### config.mk
export PLATFORM = sky130hd
export DESIGN_NAME = accel_offset_cal
export DESIGN_NICKNAME = d
export VERILOG_FILES = /design/src/rtl/cal_pkg.sv /design/src/rtl/cal_seq.sv /design/src/rtl/cal_accum.sv /design/src/rtl/cal_divsat.sv /design/src/rtl/accel_offset_cal.sv
export SDC_FILE = /design/constraint.sdc
export NUM_CORES = 1
export LEC_CHECK = 0
export BUFFER_PORTS_ARGS = -buffer_cell sky130_fd_sc_hd__buf_2
export CAP_MARGIN = 40
export CORE_ASPECT_RATIO = 1.75
export CORE_MARGIN = 8
export CORE_UTILIZATION = 40
export DETAILED_ROUTE_END_ITERATION = 8
export REMOVE_ABC_BUFFERS = 1
export SETUP_SLACK_MARGIN = 0.05
export SLEW_MARGIN = 0
export SYNTH_ARGS = -nofsm -noshare
export SYNTH_HDL_FRONTEND = slang
export SYNTH_SLANG_ARGS = --single-unit
### constraint.sdc
create_clock -name clk_i -period 4.81 [get_ports clk_i]
set_input_delay 0.7215 -clock clk_i [delete_from_list [all_inputs] [get_ports clk_i]]
set_output_delay 0.7215 -clock clk_i [all_outputs]
set_load 0.02 [all_outputs]
### src/rtl/cal_pkg.sv
package cal_pkg;
  localparam int NAX = 3;
  localparam int TW  = 8;

  typedef enum logic [2:0] {
    ST_IDLE, ST_CFG, ST_SETTLE, ST_ACC, ST_DGO, ST_DWAIT, ST_TRIM, ST_DONE
  } cal_st_e;

  // register map used by the write sequence
  localparam logic [7:0] A_FMT   = 8'h31;
  localparam logic [7:0] A_PWR   = 8'h2D;
  localparam logic [7:0] A_IEN   = 8'h2E;
  localparam logic [7:0] A_OFS_X = 8'h1E;
  localparam logic [7:0] A_OFS_Y = 8'h1F;
  localparam logic [7:0] A_OFS_Z = 8'h20;
  localparam logic [7:0] V_FMT   = 8'h0B;
  localparam logic [7:0] V_PWR   = 8'h08;
  localparam logic [7:0] V_IEN   = 8'h80;

  localparam logic [3:0] IDX_LAST_CLR   = 4'd5;
  localparam logic [3:0] IDX_FIRST_TRIM = 4'd6;
  localparam logic [3:0] IDX_LAST       = 4'd8;
endpackage

### src/rtl/cal_seq.sv
module cal_seq
  import cal_pkg::*;
#(
  parameter int N_SMP      = 100,
  parameter int SETTLE_CYC = 1387500
) (
  input  logic       clk_i,
  input  logic       rst_ni,
  input  logic       start_i,
  input  logic       smp_valid_i,
  input  logic       wr_ready_i,
  input  logic       div_done_i,
  output logic       wr_valid_o,
  output logic [3:0] wr_idx_o,
  output logic       acc_clr_o,
  output logic       acc_en_o,
  output logic       div_start_o,
  output logic [1:0] axis_o,
  output logic       busy_o,
  output logic       done_o
);
  localparam int SCW = $clog2(SETTLE_CYC + 1);
  localparam int NCW = $clog2(N_SMP + 1);

  cal_st_e        state_q;
  logic [3:0]     widx_q;
  logic [SCW-1:0] stl_q;
  logic [NCW-1:0] cnt_q;
  logic [1:0]     axis_q;

  always_ff @(posedge clk_i or negedge rst_ni) begin
    if (!rst_ni) begin
      state_q <= ST_IDLE;
      widx_q  <= '0;
      stl_q   <= '0;
      cnt_q   <= '0;
      axis_q  <= '0;
    end else begin
      unique case (state_q)
        ST_IDLE: if (start_i) begin
          state_q <= ST_CFG;
          widx_q  <= '0;
        end
        ST_CFG: if (wr_ready_i) begin
          if (widx_q == IDX_LAST_CLR) begin
            state_q <= ST_SETTLE;
            stl_q   <= '0;
          end else begin
            widx_q <= widx_q + 4'd1;
          end
        end
        ST_SETTLE: begin
          if (stl_q == SCW'(SETTLE_CYC - 1)) begin
            state_q <= ST_ACC;
            cnt_q   <= '0;
          end else begin
            stl_q <= stl_q + 1'b1;
          end
        end
        ST_ACC: if (smp_valid_i) begin
          if (cnt_q == NCW'(N_SMP - 1)) begin
            state_q <= ST_DGO;
            axis_q  <= '0;
          end else begin
            cnt_q <= cnt_q + 1'b1;
          end
        end
        ST_DGO: state_q <= ST_DWAIT;
        ST_DWAIT: if (div_done_i) begin
          if (axis_q == 2'd2) begin
            state_q <= ST_TRIM;
            widx_q  <= IDX_FIRST_TRIM;
          end else begin
            axis_q  <= axis_q + 2'd1;
            state_q <= ST_DGO;
          end
        end
        ST_TRIM: if (wr_ready_i) begin
          if (widx_q == IDX_LAST) state_q <= ST_DONE;
          else                    widx_q  <= widx_q + 4'd1;
        end
        ST_DONE: state_q <= ST_IDLE;
        default: state_q <= ST_IDLE;
      endcase
    end
  end

  always_comb begin
    wr_valid_o  = (state_q == ST_CFG) || (state_q == ST_TRIM);
    acc_clr_o   = (state_q == ST_IDLE) && start_i;
    acc_en_o    = (state_q == ST_ACC) && smp_valid_i;
    div_start_o = (state_q == ST_DGO);
    busy_o      = (state_q != ST_IDLE);
    done_o      = (state_q == ST_DONE);
  end

  assign wr_idx_o = widx_q;
  assign axis_o   = axis_q;
endmodule

### src/rtl/cal_accum.sv
module cal_accum
  import cal_pkg::*;
#(
  parameter int SW = 16,
  parameter int AW = 23
) (
  input  logic                    clk_i,
  input  logic                    rst_ni,
  input  logic                    clr_i,
  input  logic                    en_i,
  input  logic [NAX-1:0][SW-1:0]  smp_i,
  output logic [NAX-1:0][AW-1:0]  sum_o
);
  for (genvar a = 0; a < NAX; a++) begin : g_ax
    logic [AW-1:0] acc_q;
    always_ff @(posedge clk_i or negedge rst_ni) begin
      if (!rst_ni)   acc_q <= '0;
      else if (clr_i) acc_q <= '0;
      else if (en_i)  acc_q <= acc_q + AW'($signed(smp_i[a]));
    end
    assign sum_o[a] = acc_q;
  end
endmodule

### src/rtl/cal_divsat.sv
module cal_divsat
  import cal_pkg::*;
#(
  parameter int AW    = 23,
  parameter int N_SMP = 100,
  parameter int GRAV  = 256,
  parameter int SCALE = 4
) (
  input  logic          clk_i,
  input  logic          rst_ni,
  input  logic          start_i,
  input  logic [AW-1:0] sum_i,
  input  logic          grav_i,
  output logic          done_o,
  output logic [TW-1:0] trim_o,
  output logic          oor_o
);
  localparam int DW      = AW + 2;
  localparam int DIVISOR = SCALE * N_SMP;
  localparam int RW      = $clog2(DIVISOR) + 1;
  localparam int CW      = $clog2(DW + 1);
  localparam logic [DW-1:0] REF_SUM = DW'(GRAV * N_SMP);
  localparam logic [DW-1:0] HALF    = DW'(DIVISOR / 2);
  localparam logic [DW-1:0] POS_LIM = DW'(2 ** (TW - 1) - 1);
  localparam logic [DW-1:0] NEG_LIM = DW'(2 ** (TW - 1));

  logic [DW-1:0] sum_x, diff, mag, mag_r;
  logic [RW:0]   rem_sh, rem_sub;
  logic          fits;

  logic [DW-1:0] dvd_q, quo_q;
  logic [RW-1:0] rem_q;
  logic [CW-1:0] cnt_q;
  logic          neg_q, run_q, done_q;

  always_comb begin
    sum_x   = DW'($signed(sum_i));
    diff    = (grav_i ? REF_SUM : '0) - sum_x;
    mag     = diff[DW-1] ? (~diff + 1'b1) : diff;
    mag_r   = mag + HALF;   // round half away from zero on the magnitude
    rem_sh  = {rem_q, dvd_q[DW-1]};
    rem_sub = rem_sh - (RW+1)'(DIVISOR);
    fits    = rem_sh >= (RW+1)'(DIVISOR);
  end

  always_ff @(posedge clk_i or negedge rst_ni) begin
    if (!rst_ni) begin
      dvd_q  <= '0;
      quo_q  <= '0;
      rem_q  <= '0;
      cnt_q  <= '0;
      neg_q  <= 1'b0;
      run_q  <= 1'b0;
      done_q <= 1'b0;
    end else begin
      done_q <= 1'b0;
      if (start_i) begin
        dvd_q <= mag_r;
        quo_q <= '0;
        rem_q <= '0;
        cnt_q <= CW'(DW);
        neg_q <= diff[DW-1];
        run_q <= 1'b1;
      end else if (run_q) begin
        rem_q <= fits ? rem_sub[RW-1:0] : rem_sh[RW-1:0];
        quo_q <= {quo_q[DW-2:0], fits};
        dvd_q <= {dvd_q[DW-2:0], 1'b0};
        cnt_q <= cnt_q - 1'b1;
        if (cnt_q == CW'(1)) begin
          run_q  <= 1'b0;
          done_q <= 1'b1;
        end
      end
    end
  end

  always_comb begin
    oor_o = 1'b0;
    if (!neg_q) begin
      if (quo_q > POS_LIM) begin
        trim_o = TW'(POS_LIM);
        oor_o  = 1'b1;
      end else begin
        trim_o = quo_q[TW-1:0];
      end
    end else begin
      if (quo_q > NEG_LIM) begin
        trim_o = TW'(NEG_LIM);
        oor_o  = 1'b1;
      end else begin
        trim_o = ~quo_q[TW-1:0] + 1'b1;
      end
    end
  end

  assign done_o = done_q;
endmodule

### src/rtl/accel_offset_cal.sv
module accel_offset_cal
  import cal_pkg::*;
#(
  parameter int SMP_W      = 16,
  parameter int N_SMP      = 100,
  parameter int SETTLE_CYC = 1387500,
  parameter int GRAV_LSB   = 256,
  parameter int OFS_SCALE  = 4
) (
  input  logic             clk_i,
  input  logic             rst_ni,
  input  logic             start_i,
  input  logic             smp_valid_i,
  input  logic [SMP_W-1:0] smp_x_i,
  input  logic [SMP_W-1:0] smp_y_i,
  input  logic [SMP_W-1:0] smp_z_i,
  output logic             wr_valid_o,
  input  logic             wr_ready_i,
  output logic [7:0]       wr_addr_o,
  output logic [7:0]       wr_data_o,
  output logic             busy_o,
  output logic             done_o,
  output logic [TW-1:0]    trim_x_o,
  output logic [TW-1:0]    trim_y_o,
  output logic [TW-1:0]    trim_z_o,
  output logic [NAX-1:0]   oor_o
);
  localparam int AW = SMP_W + $clog2(N_SMP + 1);

  logic [3:0] wr_idx;
  logic       acc_clr, acc_en, div_start, div_done, div_oor;
  logic [1:0] axis;
  logic [TW-1:0] div_trim;
  logic [NAX-1:0][SMP_W-1:0] smp;
  logic [NAX-1:0][AW-1:0]    sums;
  logic [AW-1:0]             sum_sel;
  logic [NAX-1:0][TW-1:0]    trim_q;
  logic [NAX-1:0]            oor_q;

  assign smp = {smp_z_i, smp_y_i, smp_x_i};

  cal_seq #(.N_SMP(N_SMP), .SETTLE_CYC(SETTLE_CYC)) u_seq (
    .clk_i, .rst_ni, .start_i, .smp_valid_i, .wr_ready_i,
    .div_done_i  (div_done),
    .wr_valid_o,
    .wr_idx_o    (wr_idx),
    .acc_clr_o   (acc_clr),
    .acc_en_o    (acc_en),
    .div_start_o (div_start),
    .axis_o      (axis),
    .busy_o, .done_o
  );

  cal_accum #(.SW(SMP_W), .AW(AW)) u_acc (
    .clk_i, .rst_ni,
    .clr_i (acc_clr),
    .en_i  (acc_en),
    .smp_i (smp),
    .sum_o (sums)
  );

  always_comb begin
    case (axis)
      2'd0:    sum_sel = sums[0];
      2'd1:    sum_sel = sums[1];
      default: sum_sel = sums[2];
    endcase
  end

  cal_divsat #(.AW(AW), .N_SMP(N_SMP), .GRAV(GRAV_LSB), .SCALE(OFS_SCALE)) u_div (
    .clk_i, .rst_ni,
    .start_i (div_start),
    .sum_i   (sum_sel),
    .grav_i  (axis == 2'd2),
    .done_o  (div_done),
    .trim_o  (div_trim),
    .oor_o   (div_oor)
  );

  always_ff @(posedge clk_i or negedge rst_ni) begin
    if (!rst_ni) begin
      trim_q <= '0;
      oor_q  <= '0;
    end else if (acc_clr) begin
      trim_q <= '0;
      oor_q  <= '0;
    end else if (div_done) begin
      case (axis)
        2'd0:    begin trim_q[0] <= div_trim; oor_q[0] <= div_oor; end
        2'd1:    begin trim_q[1] <= div_trim; oor_q[1] <= div_oor; end
        default: begin trim_q[2] <= div_trim; oor_q[2] <= div_oor; end
      endcase
    end
  end

  always_comb begin
    case (wr_idx)
      4'd0:    {wr_addr_o, wr_data_o} = {A_FMT,   V_FMT};
      4'd1:    {wr_addr_o, wr_data_o} = {A_PWR,   V_PWR};
      4'd2:    {wr_addr_o, wr_data_o} = {A_IEN,   V_IEN};
      4'd3:    {wr_addr_o, wr_data_o} = {A_OFS_X, 8'h00};
      4'd4:    {wr_addr_o, wr_data_o} = {A_OFS_Y, 8'h00};
      4'd5:    {wr_addr_o, wr_data_o} = {A_OFS_Z, 8'h00};
      4'd6:    {wr_addr_o, wr_data_o} = {A_OFS_X, trim_q[0]};
      4'd7:    {wr_addr_o, wr_data_o} = {A_OFS_Y, trim_q[1]};
      default: {wr_addr_o, wr_data_o} = {A_OFS_Z, trim_q[2]};
    endcase
  end

  assign trim_x_o = trim_q[0];
  assign trim_y_o = trim_q[1];
  assign trim_z_o = trim_q[2];
  assign oor_o    = oor_q;
endmodule

Yosys cells after proc, flatten, opt, wreduce, memory -nomap -nowiden
Index checks and enable logic that the tools add are counted.

Word-level logic and storage cells: 177. Memory bits (writable): 0. Register bits after elaboration: 201. Memories: 0. Output and inout bits: 46. Bits of input ports: 53. Bits in latches: 0. Bits in read-only memories: 0.

$lt $le $gt $ge: 3. Mux-type cells: 74. Divide/modulo/power cells: 0. $mul: 0. Add/subtract/negate cells: 13. Bitwise logic cells: 2. Equal/unequal tests: 36. Reductions and logical operators: 28. Shifts and indexed selects: 0.

Operators with widths (number): $mux 23 (6); $mux 25 (5); $add 23x23->23 (3); $mux 21 (3); $mux 24 (2); $mux 8 (6); $pmux 8 s6 (1); $pmux 23 s2 (1); $pmux 21 s2 (1); $mux 3 (11); $mux 10 (3); $pmux 6 s5 (1); $mux 4 (7); $add 25x1->25 const B (1); $add 25x8->25 const B (1); $gt 25x7->1 const B (1); $gt 25x8->1 const B (1); $not 25->25 (1); $sub 25x25->25 (1); $pmux 3 s8 (1); $add 21x1->21 const B (1); $eq 21x21->1 const B (1); $mux 7 (3); $ne 2x2->1 const B (9); other kinds (42) (85).

Longest topological paths before layout
Depth in word-level cells: 8. Mapped depth: 28. Gate-level depth less buffers: 23.

By module
A second synthesis with hierarchy kept.

Cells, all modules: 1859. Area, all modules: 16111.7 sq um.

By module, submodules not included: cal_accum (cells each 712, sequential area each 1726.7 sq um, area each 6137.1 sq um, instances 1); cal_divsat (cells each 642, sequential area each 1701.6 sq um, area each 5592.9 sq um, instances 1); cal_seq (cells each 271, sequential area each 925.9 sq um, area each 2447.3 sq um, instances 1); accel_offset_cal (cells each 234, sequential area each 675.6 sq um, area each 1934.4 sq um, instances 1).

Worst setup path before layout
Ideal clock, no wire load.

Path type: register to register. Start point: register u_seq.axis_q[0], in the netlist u_seq.axis_o[0]. End point: register u_div.dvd_q[21]. Period minus slack after synthesis: 4.958 ns. Data required time: 4.691 ns. Buffers on the path: 6. Path slack: -0.148 ns. Stages on the path, launching flop included: 29. Arrival: 4.839 ns. Setup time: 0.119 ns. Cells stage by stage: dfrtp_1 inv_1 ha_1 buf_6 nor2_4 buf_6 buf_6 buf_2 a21oi_1 ha_1 nand2_1 or4_1 nor4_1 a21boi_1 clkbuf_1 nand3_1 a21oi_1 o21ai_0 o221ai_1 xnor2_1 ha_1 nand3_1 nand2_1 and3b_1 buf_2 nand2_1 nor4_2 xnor2_1 o21a_1.

Word-level cells in the longest chain between the ends: 8. Elaborated cells on any way between the ends: 11. Classes of those cells: 3 x add/sub; 2 x eq/ne; 4 x mux; 1 x bitwise; 1 x reduce/logical.

Ends and longest elaborated chain: from (decl) (line cal_seq.sv:29) `logic [1:0] axis_q;`; from (signal assigned) (line cal_seq.sv:74) `axis_q <= axis_q + 2'd1;`; $eq 2x1->1, or another cell as far along (line accel_offset_cal.sv:63) `case (axis)`; $pmux 23 s2 or $mux 15 (tied branches) (line accel_offset_cal.sv:63, cal_divsat.sv:38); $sub 25x25->25 * (line cal_divsat.sv:38) `diff = (grav_i ? REF_SUM : '0) - sum_x;`; $not 25->25 (line cal_divsat.sv:39) `mag = diff[DW-1] ? (~diff + 1'b1) : diff;`; $add 25x1->25 (line cal_divsat.sv:39); $mux 25 * (line cal_divsat.sv:39); $add 25x8->25 * (line cal_divsat.sv:40) `mag_r = mag + HALF;`; $mux 25 * (line cal_divsat.sv:57) `if (start_i) begin`; to (signal assigned) (line cal_divsat.sv:58) `dvd_q <= mag_r;`; to (signal assigned) (line cal_divsat.sv:67) `dvd_q <= {dvd_q[DW-2:0], 1'b0};`; to (decl) (line cal_divsat.sv:31) `logic [DW-1:0] dvd_q, quo_q;`.

Every way passes the cells marked *; elsewhere a longest branch is shown, timed or not. A chain may end at the register's enable or synchronous reset.

Worst setup path in the final report
Start point: register u_seq.axis_q[0], in the netlist u_seq.axis_o[0]. End point: register u_div.dvd_q[22].

Same word-level chain as after synthesis.

==> results by group <==
Yosys
  • #FFs+latches synth: ~200
  • Cell variety after synth: between 90 and 100
  • Gate count after technology mapping: ~1,700
  • Main flop type after synthesis: sky130_fd_sc_hd__dfrtp_1
  • Post-synthesis async set-or-reset flop share: 1.00
  • Average footprint of a synthesized cell: 8.63 um2
  • Warnings, synthesis: 0
  • Post-synthesis instance area: roughly 15,000 um2
  • Fraction of the yosys area taken by sequential cells: 0.347
  • Count of flip-flops with a built-in enable after synthesis: 0

GRT
  • Number of antenna violations at the first check in global routing: 0
  • Largest net degree at the start of global routing: 98
  • Wire length of the first global-routing pass: between 60,000 and 70,000 um
  • Overall Global Routing Usage: 0.176
  • Global route overflow: 0
  • Vias in the first global route: between 10,000 and 15,000

Timing
  • Max-slew headroom: 0.459
  • Final number of max-transition violations: 0
  • Endpoints failing hold: 0
  • Final Setup Violations: 0
  • Share of the cycle needed by the critical path after routing: 0.940
  • Maximum operating frequency: about 0.22 GHz
  • RSZ-0062 raised after global routing: true
  • Worst Slack Setup Final: between 0.2 and 0.3 ns
  • Layout Skew: between 0.01 and 0.015 ns
  • Pin slew with the least headroom to its limit: around 0.81 ns
  • Final Critical Period: ~4.5 ns

Detailed routing
  • Routed length per placed instance: around 17 um
  • ANT nets after route: 0
  • Violation count after the first detailed-route iteration: 582
  • Number of iterations in the first detailed-routing pass: 5
  • Via-per-instance ratio: ~5.6
  • Total routed wirelength: between 30,000 and 40,000 um
  • DRC violation count after routing: 0
  • Via count: ~13,000

Setup path
  • Sort of element at the end of the critical path: flip-flop
  • Largest driver fanout on the critical path: 12
  • Critical path type: flip-flop to flip-flop
  • Flop2flop setup slack: 0.29 ns
  • Endpoint arrival time on the critical path: 4.94 ns
  • Kind of start point of the critical path: flip-flop
  • Crit Reg-Reg Endpoint: u_div.dvd_q[22]$_DFFE_PN0P_
  • Req. time, crit path: between 5 and 6 ns
  • Worst Reg-to-Reg Cells: 20
  • Launch instance of the worst register-to-register path: u_seq.axis_o[0]$_DFFE_PN0P_

Final layout
  • Final instance area: 16,700 um2
  • Final nets: roughly 1,900
  • Fin util: 0.465
  • Finished Layout Cells: ~2,300
  • Layout cells sized above 1: 0.151
  • Antenna cells: 0
  • Synth-to-layout area growth: 15.2%
  • Area of the multi-input gates: 9050 um2
  • Sequential cell area: slightly above 5000 um2
  • Most common cell after layout, fill and taps aside: sky130_fd_sc_hd__dfrtp_1
  • Highest-count cells in the layout ignoring fill and taps: 200 x sky130_fd_sc_hd__dfrtp_1, 164 x sky130_fd_sc_hd__nand2_1, 156 x sky130_fd_sc_hd__o21ai_0, 142 x sky130_fd_sc_hd__nor2_1, 107 x sky130_fd_sc_hd__a21oi_1
  • FILL cells: roughly 3,500

Die
  • Starting density of the core: 0.404
  • Area of the die: between 40,000 and 50,000 um2
  • Chip height: ~270 um
  • Horizontal die dimension: 160 um
  • Core Region: between 30,000 and 40,000 um2
  • Total number of placement rows: between 90 and 100
  • Number of top-level pins: between 90 and 100

CTS
  • Number of clock buffers inserted by TritonCTS: 22
  • CTS tree: built
  • Clock-pin slew of the registers on the worst-case setup and hold paths: approximately 0.06 ns
  • Maximum buffer depth of the clock tree: 3
  • Clock latency at the later pin of the worst-skew pair: approximately 0.52 ns
  • Clock tree sinks: between 200 and 250
  • Hold-fix buffers, CTS: 0
  • Root buffer selected by CTS: sky130_fd_sc_hd__clkbuf_16
  • H-tree lvl count: 1

Power
  • Pleak: about 8.0 nW
  • Clock group share of total power: 0.124
  • Comb pwr share: 0.670
  • Switching share of power: 0.481
  • Sequential Power Share: 0.206
  • Switching component of the power: about 6.9 mW
  • Internal power: around 7.5 mW
  • Pwr/cell area: between 800 and 900 nW/um2
  • Largest voltage drop on the vdd net: roughly 340 uV

Placed design
  • Detailed placer's ending HPWL: around 29,000 um
  • Placed Cells: roughly 2,200
  • Number of buffers inserted by port buffering: 96
  • Pre-CTS setup slack: -0.0124 ns
  • Total cell area at the placement stage: ~16,000 um2
  • Final weighted congestion of routability-driven global placement: roughly 0.91

Flow run
  • Max capacitance violation total: 0

Status
  • Outcome: finished clean

Worst hold path
  • HP Class: input pin to asynchronous set/reset pin
[cell families (layout without fill, tap and decap cells)]
logic type / Yosys count / count (layout) / share of synthesized area
simple gates: 562 / 563 / 0.192
buf+inv: 145 / 266 / 0.0422
compound gates: 494 / 494 / 0.219
xor+xnor: 130 / 130 / 0.0795
flops: 201 / 201 / 0.347
other cells: 1 / 2 / 0.000258
fa+ha+maj: 90 / 90 / 0.0791
mux: 59 / 59 / 0.0413
[registers in the layout, indices dropped and copies added, names as in the netlist, 2 cells and up]
signal	count
oor_o	3
trim_x_o	8
trim_y_o	8
trim_z_o	8
u_acc.g_ax.acc_q	69
u_div.cnt_q	5
u_div.dvd_q	25
u_div.quo_q	25
u_div.rem_q	10
u_seq.axis_o	2
u_seq.cnt_q	7
u_seq.state_q	3
u_seq.stl_q	21
u_seq.wr_idx_o	4
[worst max-delay path by stage]
| stage | from | end | cells past startpoint |
|---|---|---|---|
| finish | u_seq.axis_o[0]$_DFFE_PN0P_ | u_div.dvd_q[22]$_DFFE_PN0P_ | 20 |
| global route | u_seq.axis_o[1]$_DFFE_PN0P_ | u_div.dvd_q[21]$_DFFE_PN0P_ | 22 |
| CTS | u_seq.axis_o[0]$_DFFE_PN0P_ | u_div.dvd_q[21]$_DFFE_PN0P_ | 24 |
| detailed placement | u_seq.axis_o[0]$_DFFE_PN0P_ | u_div.dvd_q[21]$_DFFE_PN0P_ | 24 |
| global placement | u_seq.axis_o[0]$_DFFE_PN0P_ | u_div.dvd_q[21]$_DFFE_PN0P_ | 24 |
| floorplan | u_seq.axis_o[0]$_DFFE_PN0P_ | u_div.dvd_q[15]$_DFFE_PN0P_ | 23 |
[worst max-delay path: stages, from the launching register on]
cell,delay (ns)
sky130_fd_sc_hd__dfrtp_1,0.42
sky130_fd_sc_hd__inv_2,0.11
sky130_fd_sc_hd__ha_4,0.19
sky130_fd_sc_hd__buf_4,0.19
sky130_fd_sc_hd__a22o_1,0.15
sky130_fd_sc_hd__a21o_1,0.13
sky130_fd_sc_hd__inv_2,0.05
sky130_fd_sc_hd__ha_1,0.20
sky130_fd_sc_hd__buf_4,0.19
sky130_fd_sc_hd__or4_1,0.54
sky130_fd_sc_hd__nor3_2,0.25
sky130_fd_sc_hd__o21ai_2,0.12
sky130_fd_sc_hd__a21bo_4,0.27
sky130_fd_sc_hd__nand2b_4,0.17
sky130_fd_sc_hd__o41a_1,0.46
sky130_fd_sc_hd__xnor2_2,0.18
sky130_fd_sc_hd__nand4_1,0.17
sky130_fd_sc_hd__buf_4,0.19
sky130_fd_sc_hd__nor3_4,0.18
sky130_fd_sc_hd__nand2_1,0.09
sky130_fd_sc_hd__a32oi_2,0.17
[per-stage QoR]
| step | TNS, ns | hold WS (ns) | total power, mW |
|---|---|---|---|
| 2_1_floorplan | -4.18 | 0.426 | 9.64 |
| 3_3_place_gp | 0 | 0.476 | 12.1 |
| 3_5_place_dp | -0.0124 | 0.481 | 12.3 |
| 4_1_cts | 0 | 0.290 | 14.2 |
| 5_1_grt | -0.0779 | 0.316 | 15.7 |
| 6_report | 0 | 0.261 | 14.4 |
[power by group through the flow]
stage	Clock, mW	Sequential (mW)	Combinational [mW]
floorplan	0	2.91	6.73
detailed placement	0	3.00	9.28
CTS	1.85	2.97	9.34
global route	1.90	3.08	10.8
global placement	0	3.05	9.04
finish	1.79	2.98	9.67
[final cells by class]
cell class	instances	share of cell area
Multi-Input combinational cell	1338	0.542
Sequential cell	201	0.301
Timing Repair Buffer	161	0.0619
Clock buffer	30	0.0378
Tap cell	470	0.0352
Inverter	66	0.0148
Clock inverter	9	0.00756
[routing by layer]
layer  up-vias  part of all wire  track usage
li1       6284                 -            -
met2       240              0.53        0.344
met5         -                 0            0
met4         0             0.042       0.0806
met1      6044              0.39        0.184
met3        81             0.035       0.0222
[cells in the mapped netlist, drive strengths merged (25+ instances only)]
library cell  number  share of area
a21o              39          0.021
a21oi            115          0.042
a22o              30          0.018
a31oi             29          0.012
buf               32          0.013
clkbuf            47          0.012
dfrtp            201           0.35
ha                87          0.075
inv               66          0.017
mux2i             52          0.036
nand2            166          0.043
nand3             64          0.022
nand4             25          0.011
nor2             144          0.038
nor3              34          0.013
o21ai            159          0.055
xnor2             77          0.047
xor2              53          0.032
[timing repair]
item | CTS | global route
setup buffers | 0 | 7
setup endpoints to repair | 1 | 11
cloned | 0 | 1
pin swaps | 1 | 13
gates resized for setup | 3 | 32
endpoints found under the hold margin | 0 | 0
Power figures use the tool's default switching activity.
